$ cat src/rtl/hist_pkg.sv
package hist_pkg;
  // Lower bound of bin k for bins of width bw.
  function automatic int unsigned bin_lo(input int unsigned k, input int unsigned bw);
    return k * bw;
  endfunction

  // Exclusive upper bound of bin k.
  function automatic int unsigned bin_hi(input int unsigned k, input int unsigned bw);
    return (k + 1) * bw;
  endfunction
endpackage

$ cat src/rtl/hist_bin_match.sv
module hist_bin_match #(
  parameter int unsigned PIX_W = 8,
  parameter int unsigned LO    = 0,
  parameter int unsigned HI    = 32
) (
  input  logic [PIX_W-1:0] pix_i,
  output logic             hit_o
);
  localparam logic [PIX_W:0] LO_V = (PIX_W+1)'(LO);
  localparam logic [PIX_W:0] HI_V = (PIX_W+1)'(HI);

  logic [PIX_W:0] pix_ext;
  logic           above_lo;
  logic           below_hi;

  always_comb begin
    pix_ext  = {1'b0, pix_i};
    above_lo = (pix_ext >= LO_V);
    below_hi = (pix_ext <  HI_V);
    hit_o    = above_lo && below_hi;
  end
endmodule

$ cat src/rtl/hist_bin_counter.sv
module hist_bin_counter #(
  parameter int unsigned CNT_W = 13
) (
  input  logic             clk,
  input  logic             rst_n,
  input  logic             clr_i,
  input  logic             inc_i,
  output logic [CNT_W-1:0] count_o
);
  always_ff @(posedge clk or negedge rst_n) begin
    if (!rst_n) begin
      count_o <= '0;
    end else if (clr_i) begin
      count_o <= '0;
    end else if (inc_i) begin
      count_o <= count_o + CNT_W'(1);
    end
  end
endmodule

$ cat src/rtl/hist_read_mux.sv
module hist_read_mux #(
  parameter int unsigned NUM_BINS = 8,
  parameter int unsigned CNT_W    = 13,
  parameter int unsigned SEL_W    = 3
) (
  input  logic [NUM_BINS-1:0][CNT_W-1:0] counts_i,
  input  logic [SEL_W-1:0]               sel_i,
  output logic [CNT_W-1:0]               data_o
);
  always_comb begin
    data_o = '0;
    for (int i = 0; i < NUM_BINS; i++) begin
      if (sel_i == SEL_W'(i)) data_o = counts_i[i];
    end
  end
endmodule

$ cat src/rtl/intensity_hist.sv
module intensity_hist #(
  parameter int unsigned PIX_W      = 8,
  parameter int unsigned NUM_BINS   = 8,
  parameter int unsigned MAX_PIXELS = 4096,
  localparam int unsigned SEL_W     = $clog2(NUM_BINS),
  localparam int unsigned CNT_W     = $clog2(MAX_PIXELS + 1)
) (
  input  logic             clk,
  input  logic             rst_n,
  input  logic             start_i,
  input  logic             pix_valid_i,
  output logic             pix_ready_o,
  input  logic [PIX_W-1:0] pix_data_i,
  input  logic             pix_last_i,
  output logic             done_o,
  input  logic [SEL_W-1:0] rd_bin_i,
  output logic [CNT_W-1:0] rd_count_o
);
  import hist_pkg::*;

  localparam int unsigned BIN_W = (2 ** PIX_W) / NUM_BINS;

  logic                           accept;
  logic [NUM_BINS-1:0]            hit;
  logic [NUM_BINS-1:0][CNT_W-1:0] cnt_q;
  logic                           done_q;

  // Start has priority over the pixel stream.
  assign pix_ready_o = !start_i;
  assign accept      = pix_valid_i && pix_ready_o;

  for (genvar k = 0; k < NUM_BINS; k++) begin : g_bin
    hist_bin_match #(
      .PIX_W (PIX_W),
      .LO    (bin_lo(k, BIN_W)),
      .HI    (bin_hi(k, BIN_W))
    ) u_match (
      .pix_i (pix_data_i),
      .hit_o (hit[k])
    );

    hist_bin_counter #(
      .CNT_W (CNT_W)
    ) u_cnt (
      .clk     (clk),
      .rst_n   (rst_n),
      .clr_i   (start_i),
      .inc_i   (accept && hit[k]),
      .count_o (cnt_q[k])
    );
  end

  always_ff @(posedge clk or negedge rst_n) begin
    if (!rst_n) begin
      done_q <= 1'b0;
    end else begin
      done_q <= accept && pix_last_i;
    end
  end

  assign done_o = done_q;

  hist_read_mux #(
    .NUM_BINS (NUM_BINS),
    .CNT_W    (CNT_W),
    .SEL_W    (SEL_W)
  ) u_rd (
    .counts_i (cnt_q),
    .sel_i    (rd_bin_i),
    .data_o   (rd_count_o)
  );
endmodule

$ cat config.mk
export PLATFORM = sky130hd
export DESIGN_NAME = intensity_hist
export DESIGN_NICKNAME = d
export VERILOG_FILES = /design/src/rtl/hist_pkg.sv /design/src/rtl/hist_bin_match.sv /design/src/rtl/hist_bin_counter.sv /design/src/rtl/hist_read_mux.sv /design/src/rtl/intensity_hist.sv
export SDC_FILE = /design/constraint.sdc
export NUM_CORES = 1
export LEC_CHECK = 0
export BUFFER_PORTS_ARGS = -buffer_cell sky130_fd_sc_hd__clkbuf_2
export CORE_MARGIN = 1
export CORE_UTILIZATION = 40
export DETAILED_ROUTE_END_ITERATION = 10
export HOLD_SLACK_MARGIN = 0.02
export PLACE_DENSITY = 0.67
export SLEW_MARGIN = 20
export SYNTH_ARGS = -nofsm -noshare
export SYNTH_HDL_FRONTEND = slang
export SYNTH_HIERARCHICAL = 1
export SYNTH_SLANG_ARGS = --single-unit
$ cat constraint.sdc
create_clock -name clk -period 1.8 [get_ports clk]
set_clock_uncertainty 0.15 [all_clocks]
set_input_delay 0.18 -clock clk [delete_from_list [all_inputs] [get_ports clk]]
set_output_delay 0.18 -clock clk [all_outputs]
set_load 0.01 [all_outputs]
Yosys cells after proc, flatten, opt, wreduce, memory -nomap -nowiden

Cells that the tools add are included.

Flip-flop bits (word level): 105
Latch bits: 0
Bits in writable memories: 0
Memory bits (read-only): 0
Output and inout port bits: 15
Logic and storage cells: 88
Memories: 0

$add $sub $neg: 8
Multiply operators: 0
Divide/modulo/power cells: 0
$lt $le $gt $ge: 14
Eq/ne operators: 7
Shift operators: 0
Muxes and demuxes: 24
Bitwise operators: 0
Reductions and logical operators: 26

Operators by type and width:

| operator                                                    | number |
|---|---|
| two-way mux 13 bit                                          | 24 |
| adder 13 x 1 -> 13 bit (second input constant)              | 8 |
| >= comparator 8 bit (second input constant)                 | 4 |
| less-than comparator 8 bit (second input constant)          | 4 |
| >= comparator 8 x 7 -> 1 bit (second input constant)        | 2 |
| logical AND 1 bit                                           | 16 |
| less-than comparator 8 x 7 -> 1 bit (second input constant) | 2 |
| nonzero test 2 bit                                          | 8 |
| equality test 3 bit (second input constant)                 | 4 |
| >= comparator 8 x 6 -> 1 bit (second input constant)        | 1 |
| less-than comparator 8 x 6 -> 1 bit (second input constant) | 1 |
| equality test 3 x 2 -> 1 bit (second input constant)        | 2 |
| equality test 3 x 1 -> 1 bit (second input constant)        | 1 |
| zero test 3 bit                                             | 1 |
| zero test 1 bit                                             | 1 |

Depth between registers and ports, before layout

Gate-level depths: netlist (run 1).

Depth in word-level cells: 9
Mapped depth: 7

By module

Netlist (run 1), hierarchy kept.

By module, submodules not included:

| module                                | times used | cells each | area an instance (um2) | sequential area each (um2) |
|---|---|---|---|---|
| hist_bin_counter                      | 8          | 66         | 669.4                  | 325.3 |
| hist_read_mux                         | 1          | 138        | 1280.0                 | 0.0 |
| intensity_hist                        | 1          | 11         | 107.6                  | 25.0 |
| hist_bin_match (g_bin[1].u_match ...) | 3          | 1          | 12.5                   | 0.0 |
| hist_bin_match (g_bin[3].u_match ...) | 3          | 1          | 8.8                    | 0.0 |
| hist_bin_match (g_bin[0].u_match)     | 1          | 1          | 10.0                   | 0.0 |
| hist_bin_match (g_bin[7].u_match)     | 1          | 1          | 6.3                    | 0.0 |

Worst setup path before layout (run 1)

No wires, ideal clock.

Path type: in2reg
From: input port pix_data_i[6]
To: register g_bin[5].u_cnt.count_o[11]
Library setup time: 128 ps
Arrival time: 1334 ps
Setup slack: 189 ps
Stages: 6
Buffers on the path: 1
Path through: and3b_1 and3b_1 buf_2 o211ai_2 nor4_1 mux2_1

Longest elaborated chain between the ends: 4
Elaborated cells between the ends (all ways): 5
Classes of those cells: order compare: 2; reduce/logical: 3

RTL lines:

| what                                                              | line                                       | source |
|---|---|---|
| start, declared                                                   | intensity_hist.sv:13                       | `input logic [PIX_W-1:0] pix_data_i,` |
| >= comparator 8 bit or less-than comparator 8 bit (tied branches) | hist_bin_match.sv:18, hist_bin_match.sv:19 |  |
| logical AND 1 bit (*)                                             | hist_bin_match.sv:20                       | `hit_o = above_lo && below_hi;` |
| logical AND 1 bit (*)                                             | intensity_hist.sv:48                       | `.inc_i (accept && hit[k]),` |
| nonzero test 2 bit (no line) (*)                                  | n/a                                        |  |
| end signal, assigned                                              | hist_bin_counter.sv:16                     | `count_o <= count_o + CNT_W'(1);` |
| end, declared                                                     | hist_bin_counter.sv:8                      | `output logic [CNT_W-1:0] count_o` |

Mark *: on every way between the ends. The rest lies on a longest branch, timed or not.
A chain may end at the register's enable or synchronous reset.

Worst setup path in the final report (run 1)

From: register g_bin[3].u_cnt.count_o[2]
To: output port rd_count_o[2]

Longest elaborated chain between the ends: 5

RTL lines:

| what                             | line                   | source |
|---|---|---|
| start, declared                  | hist_bin_counter.sv:8  |  |
| start signal, assigned           | hist_bin_counter.sv:16 |  |
| two-way mux 13 bit (5 in series) | hist_read_mux.sv:13    | `if (sel_i == SEL_W'(i)) data_o = counts_i[i];` |
| end, declared                    | intensity_hist.sv:17   | `output logic [CNT_W-1:0] rd_count_o` |

Every way passes these cells.

==> results.sh, run 1 <==
export IMPL_io_pins=31
export IMPL_p_leak_nw=3.64
export IMPL_drtPass1Iterations=5
export IMPL_slowest_delay_ns=0.45
export IMPL_cts_buffer_depth=2
export IMPL_cts_tree="done"
export IMPL_die_area_sq_um=17600
export IMPL_critPathArrivalTime_ns=1.67
export IMPL_core_area_sq_um=16600
export IMPL_violations="negative setup slack"
export IMPL_die_w_um=133
export IMPL_crit_path_top_delay_cell="dfrtp_2"
export IMPL_hpwl_mm=14.1
export IMPL_min_delay_start="pix_valid_i"
export IMPL_yosysTopAreaCell="dfrtp_1"
export IMPL_status="finished with violations"
export IMPL_netlist_cell_type_count=47
export IMPL_grt_max_degree=42
export IMPL_antenna_found_initial=0
export IMPL_via_count=6240
export IMPL_clock_sinks=105
export IMPL_nNetsFinal=852
export IMPL_diodes=0
export IMPL_power_density_nw_per_um2=543
export IMPL_period_minus_slack_ns=2.00
export IMPL_vdd_drop_max_mv=0.440
export IMPL_worst_path_buf_inv=1
export IMPL_grt_pass1_vias=5946
export IMPL_critical_path_max_fanout=2
export IMPL_slew_viol_final=0
export IMPL_cap_violations=0
export IMPL_place_gp_congestion=0.933
export IMPL_path_cells="a32o_2, a2111oi_4, a21oi_2, clkbuf_2"
export IMPL_die_h_um=133
export IMPL_finalHoldViolCount=0
export IMPL_layout_drive_gt1_share_pct=42.9
export IMPL_cts_buffers=9
export IMPL_postRouteAntennaNets=0
export IMPL_wire_per_inst_um=19.1
export IMPL_slew_headroom_pct=66.6
export IMPL_htreeDepth=3
export IMPL_syn_inst=685
export IMPL_path_delay_family="compound AO/OA/AOI/OAI gates"
export IMPL_max_freq_mhz=501
export IMPL_synthesis_nets=709
export IMPL_setup_tns_ns=-1.96
export IMPL_stdcell_area_sq_um=8900
export IMPL_cts_clk_slew_worst_paths_ns=0.08
export IMPL_grt_pass1_wl_mm=31.6
export IMPL_wl_met1_mm=8.57
export IMPL_synth_seq_cells=105
export IMPL_critical_path_class="flip-flop to output port"
export IMPL_syn_area_sq_um=6820
export IMPL_synthTopCellsByArea="dfrtp_1 (39%), a21oi_1 (4.4%), mux4_2 (4.0%), nor2_1 (3.7%), o31ai_1 (3.6%)"
export IMPL_yosysSeqAreaShare_pct=38.5
export IMPL_setup_viol=13
export IMPL_placed_area_sq_um=7610
export IMPL_rsz0062_at_grt="yes"
export IMPL_cp_required_ns=1.47
export IMPL_fin_ws_ns=-0.197
export IMPL_fin_crit_sh_pct=111
export IMPL_crit_path_start_kind="flip-flop"
export IMPL_crit_path_start="g_bin[3].u_cnt/count_o[2]$_DFFE_PN0P_"
export IMPL_grt_overflow_total=0
export IMPL_worstSkewPairLatency_ns=0.36
export IMPL_syn_avg_cell_area_sq_um=9.96
export IMPL_wl_mm=20.1
export IMPL_reg2reg_from="g_bin[7].u_cnt/count_o[0]$_DFFE_PN0P_"
export IMPL_yosysWarnings=6
export IMPL_dr_wl_met3_mm=1.16
export IMPL_timing_hold_ws_ns=0.0430
export IMPL_hp_class="primary input to flip-flop"
export IMPL_vias_per_cell=5.93
export IMPL_power_total_mw=4.83
export IMPL_dr_max_layer_used="met4"
export IMPL_drc=0
export IMPL_clockRootBuffer="clkbuf_16"
export IMPL_syn_to_final_growth_pct=30.4
export IMPL_rows=47
export IMPL_end_kind="output port"
export IMPL_drt_iter0_markers=617
export IMPL_grt_usage_pct=23.0
export IMPL_port_buffers=25
export IMPL_worst_slew_pin_transition_ns=0.501
export IMPL_start_util_pct=41.0
export IMPL_wl_met2_mm=9.71
export IMPL_post_synth_top_area_fraction_pct=38.5
## timing repair
item | in CTS | in global routing
setup buffers | 61 | 17
hold buffers | 3 | 0
hold endpoints to repair | 37 | 0
cloned | 0 | 0
endpoints found under the setup margin | 16 | 30
pin swaps | 31 | 11
resized for setup | 102 | 31
## per-stage QoR
step                utilization, %  instances  setup WS, ns
floorplan                        -        685         0.189
global placement              45.7        958       -0.0799
detailed placement            45.7        958        -0.141
CTS                           51.8       1036        -0.200
global route                  53.5       1053        -0.237
finish                        53.5       1053        -0.197
## final timing paths
kind                       depth (start not counted)                                endpoint  slack [ns]
min                                                2                        done_o$_DFF_PN0_        0.04
max in group asynchronous                          3   g_bin[5].u_cnt/count_o[8]$_DFFE_PN0P_        0.70
min in group asynchronous                          2   g_bin[2].u_cnt/count_o[7]$_DFFE_PN0P_        0.18
max                                                4                           rd_count_o[2]       -0.20
max reg2reg                                        5  g_bin[7].u_cnt/count_o[12]$_DFFE_PN0P_        0.02
min reg2reg                                        2  g_bin[2].u_cnt/count_o[10]$_DFFE_PN0P_        0.44
## cell type report
cell class / instances / area [sq um]
clock inverters: 7 / 68.8
flip-flops and latches: 105 / 2690
well taps: 220 / 275
repair buffers: 173 / 1320
multi-input cells: 522 / 4250
clock buffers: 9 / 225
fillers: 1388 / 7740
inverters: 17 / 63.8
## cell families (layout without fill, tap and decap cells)
family / Yosys count / count (layout) / synth area share (%)
buffers and inverters: 58 / 206 / 4.07
flip-flops: 105 / 105 / 38.5
multiplexers: 51 / 51 / 9.99
XOR/XNOR: 32 / 32 / 4.11
AND/OR/NAND/NOR: 255 / 255 / 22.5
adder cells (fa/ha/maj): 8 / 8 / 1.47
AO/OA/AOI/OAI: 176 / 176 / 19.3
## cells in the final DEF (no fill, tap or decap), types with 4 or more instances in the layout
master and n:
nor2b_1 16, o21ai_1 18, nand3_2 13, a2111oi_4 11, clkbuf_16 9, a21oi_2 9, nand2_1 17, nor2_1 64
o211ai_2 8, o2111ai_1 8, buf_12 6, mux2_1 16, nand4_2 7, nand2b_1 12, xnor2_1 8, o21ai_2 8
ha_1 4, buf_4 141, a21oi_1 51, o31ai_1 32, or4_1 32, dfrtp_2 52, xor2_1 24, clkbuf_2 23
nand3_1 19, mux4_2 12, nor4_1 11, ha_2 4, nand4_1 17, a32o_2 12, mux2i_1 17, a21boi_2 10
nor2_2 4, or3_1 16, inv_1 17, dfrtp_1 53, mux2i_2 4, nor4_2 5, and3b_1 12
## flip-flops by register name, summed over array words and instances, names as in the netlist
name / flops
done_o: 1
g_bin.u_cnt/count_o: 104
## routing by layer
layer | global-route usage [%] | vias up
met5 | 0 | -
met3 | 5.40 | 46
met2 | 36.6 | 193
met1 | 29.9 | 3096
li1 | - | 2905
met4 | 10.1 | 0
## power breakdown
part / leakage (nW) / switching (mW) / internal [mW]
clock: 0.146 / 1.02 / 0.983
sequential: 1.38 / 0.00498 / 2.36
combinational: 2.12 / 0.278 / 0.183
total: 3.64 / 1.30 / 3.53
## synth_stat cells (all sizes together)
library cell  instances
or4                  32
a21boi               12
nand4                25
o21ai                29
nand3b                1
a32o                 12
clkbuf                4
nor2                 68
dfrtp               105
xor2                 24
a2111oi              12
o211a                 1
and3                  1
a21oi                60
nor3                  1
nand2b               12
o31ai                33
o2111ai               8
o211ai                9
ha                    8
mux2                 17
nor2b                18
and2                  1
nor4                 16
and3b                12
nand3                32
mux2i                22
buf                  37
nor3b                 3
mux4                 12
inv                  17
nand2                17
or3                  16
xnor2                 8
No activity file was read; power rests on OpenSTA's default activity.
==> inputs of run 2 (changes only) <==
SETUP_SLACK_MARGIN = 0.4   (was not set)
==> run 2 against run 1 <==
  * The run still ends with negative setup slack left
  * First-iteration DRC count down 10%
  * Non-clock buffer count up 59
  * Sequential power about the same
  * Die area unchanged
==> results.sh, run 2 (synthesis gave the netlist of run 1 again) <==
export IMPL_stdcell_area_sq_um=10600
export IMPL_core_area_sq_um=16600
export IMPL_grt_overflow_total=0
export IMPL_critical_path_max_fanout=5
export IMPL_port_buffers=25
export IMPL_syn_to_final_growth_pct=55.6
export IMPL_hp_class="primary input to flip-flop"
export IMPL_drc=0
export IMPL_final_cell_mix="buf_4 (125), buf_6 (72), nor2_1 (67)"
export IMPL_worstSkewPairLatency_ns=0.36
export IMPL_critical_path_class="flip-flop to output port"
export IMPL_timing_hold_ws_ns=0.0523
export IMPL_slew_viol_final=0
export IMPL_slowest_delay_ns=0.55
export IMPL_cts_tree="done"
export IMPL_cts_clk_slew_worst_paths_ns=0.08
export IMPL_cp_required_ns=1.47
export IMPL_rows=47
export IMPL_top_register="g_bin.u_cnt/count_o"
export IMPL_vdd_drop_max_mv=0.518
export IMPL_hpwl_mm=13.5
export IMPL_diodes=0
export IMPL_pre_cts_ws_ns=-0.118
export IMPL_multi_input_area_sq_um=5170
export IMPL_grt_max_degree=106
export IMPL_start_util_pct=41.0
export IMPL_cts_buffer_depth=2
export IMPL_cap_violations=0
export IMPL_max_freq_mhz=499
export IMPL_finalNonFillerCells=1112
export IMPL_die_h_um=133
export IMPL_power_density_nw_per_um2=465
export IMPL_nNetsFinal=911
export IMPL_die_area_sq_um=17600
export IMPL_p_leak_nw=4.16
export IMPL_postRouteAntennaNets=0
export IMPL_worst_slew_pin_transition_ns=0.617
export IMPL_htreeDepth=3
export IMPL_fin_crit_sh_pct=111
export IMPL_rrSetupSlack_ns=-0.04
export IMPL_vias_per_cell=6.08
export IMPL_post_route_util_pct=63.8
export IMPL_power_total_mw=4.93
export IMPL_drtPass1Iterations=7
export IMPL_fin_ws_ns=-0.205
export IMPL_wire_per_inst_um=21.3
export IMPL_clockRootBuffer="clkbuf_16"
export IMPL_antenna_found_initial=0
export IMPL_wl_mm=23.7
export IMPL_cts_buffers=9
export IMPL_grt_usage_pct=24.5
export IMPL_largest_reg_flops=104
export IMPL_grt_pass1_wl_mm=34.0
export IMPL_setup_viol=14
export IMPL_layout_drive_gt1_share_pct=60.5
export IMPL_via_count=6759
export IMPL_drt_iter0_markers=554
export IMPL_die_w_um=133
export IMPL_final_common_cell="buf_4"
export IMPL_status="finished with violations"
export IMPL_fill_cells=1170
export IMPL_place_gp_congestion=0.887
export IMPL_dp_cells=970
export IMPL_crit_path_start_kind="flip-flop"
export IMPL_critPathArrivalTime_ns=1.67
export IMPL_register_area_sq_um=2700
export IMPL_rsz0062_at_grt="yes"
export IMPL_cp_endpoint="rd_count_o[10]"
export IMPL_period_minus_slack_ns=2.00
export IMPL_crit_path_start="g_bin[7].u_cnt/count_o[10]$_DFFE_PN0P_"
export IMPL_placed_area_sq_um=8070
export IMPL_end_kind="output port"
export IMPL_clock_sinks=105
export IMPL_r2r_end="g_bin[5].u_cnt/count_o[12]$_DFFE_PN0P_"
export IMPL_reg2reg_from="g_bin[5].u_cnt/count_o[0]$_DFFE_PN0P_"
export IMPL_slew_headroom_pct=58.9
export IMPL_grt_pass1_vias=6468
export IMPL_r2r_cells=6
export IMPL_crit_path_top_delay_cell="mux4_2"
export IMPL_finalHoldViolCount=0
export IMPL_violations="negative setup slack"
export IMPL_io_pins=31
export IMPL_path_cells="mux4_2, o21ai_2, a21oi_2, buf_2"
export IMPL_setup_tns_ns=-2.33
==> run 2: worst min-delay path by stage <==
stage	from	endpoint	slack, ns	cells past startpoint
final	pix_valid_i	done_o$_DFF_PN0_	0.05	2
after global routing	pix_valid_i	done_o$_DFF_PN0_	0.05	2
after CTS	pix_valid_i	done_o$_DFF_PN0_	0.04	2
after detailed placement	rst_n	g_bin[2].u_cnt/count_o[8]$_DFFE_PN0P_	0.16	2
after global placement	rst_n	g_bin[0].u_cnt/count_o[6]$_DFFE_PN0P_	0.15	2
after floorplan	rst_n	done_o$_DFF_PN0_	-0.27	0
==> run 2: power breakdown <==
part	internal [mW]	total (mW)	switching, mW
Clock	1.10	2.05	0.953
Sequential	2.36	2.37	0.00545
Combinational	0.210	0.518	0.309
==> run 2: what timing repair did <==
action                     4_1_cts  5_1_grt
resized for setup              165      144
setup buffers                   71       52
hold endpoints to repair       108        0
setup endpoints to repair       78       97
gates cloned                     0        0
pin swaps                       46       51
hold buffers                     3        0
==> run 2: critical path: cells and delay by family, from the launching register on <==
| family | cells | cell delay, ns |
|---|---|---|
| buffers and inverters | 1 | 0.15 |
| AO/OA/AOI/OAI | 2 | 0.16 |
| flip-flops | 1 | 0.45 |
| multiplexers | 1 | 0.55 |
==> run 2: layout make-up <==
cell class,count,share of cell area (%)
timing repair buffer,232,19.8
clock inverter,3,0.200
multi-input combinational,522,48.7
tap,220,2.59
sequential,105,25.4
inverter,17,0.601
clock buffer,13,2.64
==> run 2: per-layer routing <==
metal  global-route usage, %  vias to the layer above  routed length, um
met4                    7.85                        0                727
li1                        -                     3031                  -
met5                       0                        -                  0
met3                    4.64                       58               1150
met2                    41.6                      228              12000
met1                    31.5                     3442               9750
==> inputs of run 3 (changes only) <==
CTS_BUF_LIST = sky130_fd_sc_hd__clkbuf_8   (was not set)
==> run 3 against run 2 <==
  * The run still ends with negative setup slack left
  * Die area unchanged
  * Critical endpoint is now rd_count_o[4]
  * Via count down 0.81%
  * Combinational power increased by 1%
  * Critical path type unchanged
  * Critical path depth up 1
  * Register-to-register slack hardly changed
  * Core utilization decreased by 0.54 points
  * Worst hold slack gained 0.11 ns
  * Highest routed layer unchanged
==> results.sh, run 3 (synthesis gave the netlist of run 1 again) <==
export IMPL_status="finished with violations"
export IMPL_violations="negative setup slack"
export IMPL_critical_path_class="flip-flop to output port"
export IMPL_grt_overflow_total=0
export IMPL_p_leak_nw=4.11
export IMPL_worst_slew_pin_transition_ns=0.640
export IMPL_pre_cts_ws_ns=-0.118
export IMPL_period_minus_slack_ns=2.10
export IMPL_r2r_cells=6
export IMPL_critical_path_max_fanout=2
export IMPL_diodes=0
export IMPL_cts_clk_slew_worst_paths_ns=0.10
export IMPL_start_util_pct=41.0
export IMPL_wl_met1_mm=9.55
export IMPL_hp_class="primary input to flip-flop"
export IMPL_slew_headroom_pct=57.3
export IMPL_cts_tree="done"
export IMPL_rrSetupSlack_ns=-0.03
export IMPL_die_h_um=133
export IMPL_core_area_sq_um=16600
export IMPL_drc=0
export IMPL_placed_area_sq_um=8070
export IMPL_multi_input_area_sq_um=5240
export IMPL_vias_per_cell=6.04
export IMPL_die_w_um=133
export IMPL_htreeDepth=3
export IMPL_setup_viol=14
export IMPL_fill_cells=1199
export IMPL_seqPwrFrac_pct=53.4
export IMPL_worstSkewPairLatency_ns=0.40
export IMPL_r2r_end="g_bin[7].u_cnt/count_o[9]$_DFFE_PN0P_"
export IMPL_grt_max_degree=106
export IMPL_io_pins=31
export IMPL_place_gp_congestion=0.887
export IMPL_final_common_cell="buf_4"
export IMPL_end_kind="output port"
export IMPL_max_freq_mhz=476
export IMPL_cap_violations=0
export IMPL_layout_drive_gt1_share_pct=60.6
export IMPL_grt_pass1_vias=6419
export IMPL_reg2reg_from="g_bin[7].u_cnt/count_o[2]$_DFFE_PN0P_"
export IMPL_drtPass1Iterations=7
export IMPL_p_sw_share_pct=27.1
export IMPL_critPathArrivalTime_ns=1.77
export IMPL_hold_path_depth=3
export IMPL_wire_per_inst_um=21.1
export IMPL_antenna_found_initial=0
export IMPL_postRouteAntennaNets=0
export IMPL_clock_sinks=105
export IMPL_slew_viol_final=0
export IMPL_grt_pass1_wl_mm=33.7
export IMPL_final_cell_mix="buf_4 (126), buf_6 (68), nor2_1 (67)"
export IMPL_via_count=6704
export IMPL_power_total_mw=4.43
export IMPL_vdd_drop_max_mv=0.460
export IMPL_clockRootBuffer="clkbuf_8"
export IMPL_power_frac_comb_pct=11.8
export IMPL_cts_buffers=9
export IMPL_largest_reg_flops=104
export IMPL_fin_ws_ns=-0.299
export IMPL_p_sw_mw=1.20
export IMPL_grt_usage_pct=24.4
export IMPL_top_register="g_bin.u_cnt/count_o"
export IMPL_crit_path_start_kind="flip-flop"
export IMPL_drt_iter0_markers=513
export IMPL_power_density_nw_per_um2=421
export IMPL_finalHoldViolCount=0
export IMPL_dr_max_layer_used="met4"
export IMPL_nNetsFinal=909
export IMPL_rsz0062_at_grt="yes"
export IMPL_dr_wl_met3_mm=1.30
export IMPL_p_clk_share_pct=34.8
export IMPL_timing_hold_ws_ns=0.163
export IMPL_fin_crit_sh_pct=117
export IMPL_syn_to_final_growth_pct=54.3
export IMPL_rows=47
export IMPL_cts_buffer_depth=2
export IMPL_intPower_mw=3.23
export IMPL_die_area_sq_um=17600
export IMPL_port_buffers=25
export IMPL_cp_endpoint="rd_count_o[4]"
export IMPL_stdcell_area_sq_um=10500
export IMPL_wl_met2_mm=11.9
export IMPL_crit_path_start="g_bin[2].u_cnt/count_o[4]$_DFFE_PN0P_"
export IMPL_hpwl_mm=13.5
export IMPL_cp_required_ns=1.47
export IMPL_register_area_sq_um=2700
export IMPL_setup_tns_ns=-3.04
export IMPL_wl_mm=23.4
## run 3: worst min path at each step
| stage | startpoint | endpoint |
|---|---|---|
| finish | start_i | g_bin[0].u_cnt/count_o[5]$_DFFE_PN0P_ |
| global route | start_i | g_bin[0].u_cnt/count_o[5]$_DFFE_PN0P_ |
| CTS | start_i | g_bin[0].u_cnt/count_o[6]$_DFFE_PN0P_ |
| detailed placement | rst_n | g_bin[2].u_cnt/count_o[8]$_DFFE_PN0P_ |
| global placement | rst_n | g_bin[0].u_cnt/count_o[6]$_DFFE_PN0P_ |
| floorplan | rst_n | done_o$_DFF_PN0_ |
## run 3: worst max-delay path, stage by stage, from the launching register on
cell and delay (ns):
dfrtp_1 0.42, mux2i_1 0.29, nor2_1 0.12, a2111oi_4 0.33
a21oi_2 0.08, clkbuf_2 0.14
## run 3: routing by layer
metal / track usage, % / vias up
li1: - / 3019
met1: 31.7 / 3406
met2: 41.6 / 216
met3: 4.37 / 63
met4: 6.64 / 0
met5: 0 / -
## run 3: through the flow
stage	util [%]	std cells
final	63.3	1110
after global placement	48.5	970
after global routing	63.3	1110
after floorplan	-	685
after CTS	57.3	1061
after detailed placement	48.5	970
## run 3: final cells by class
type / count / area share [%]
Clock buffer: 13 / 1.70
Clock inverter: 3 / 0.202
Inverter: 17 / 0.606
Multi-Input combinational cell: 522 / 49.8
Sequential cell: 105 / 25.6
Tap cell: 220 / 2.61
Timing Repair Buffer: 230 / 19.5
## run 3: power by group through the flow
stage | clock network (mW) | logic, mW | registers (mW)
global placement | 0 | 0.434 | 2.42
floorplan | 0 | 0.272 | 2.42
detailed placement | 0 | 0.447 | 2.42
CTS | 1.55 | 0.487 | 2.37
global route | 1.66 | 0.559 | 2.37
finish | 1.54 | 0.523 | 2.37
## run 3: repair_timing
action                                  in CTS  in global routing
cloned                                       0                  0
hold buffers                                 4                  0
gates resized for setup                    165                141
pin swaps                                   51                 54
buffers inserted                            71                 49
endpoints found under the setup margin      78                 89
hold endpoints to repair                   108                  0
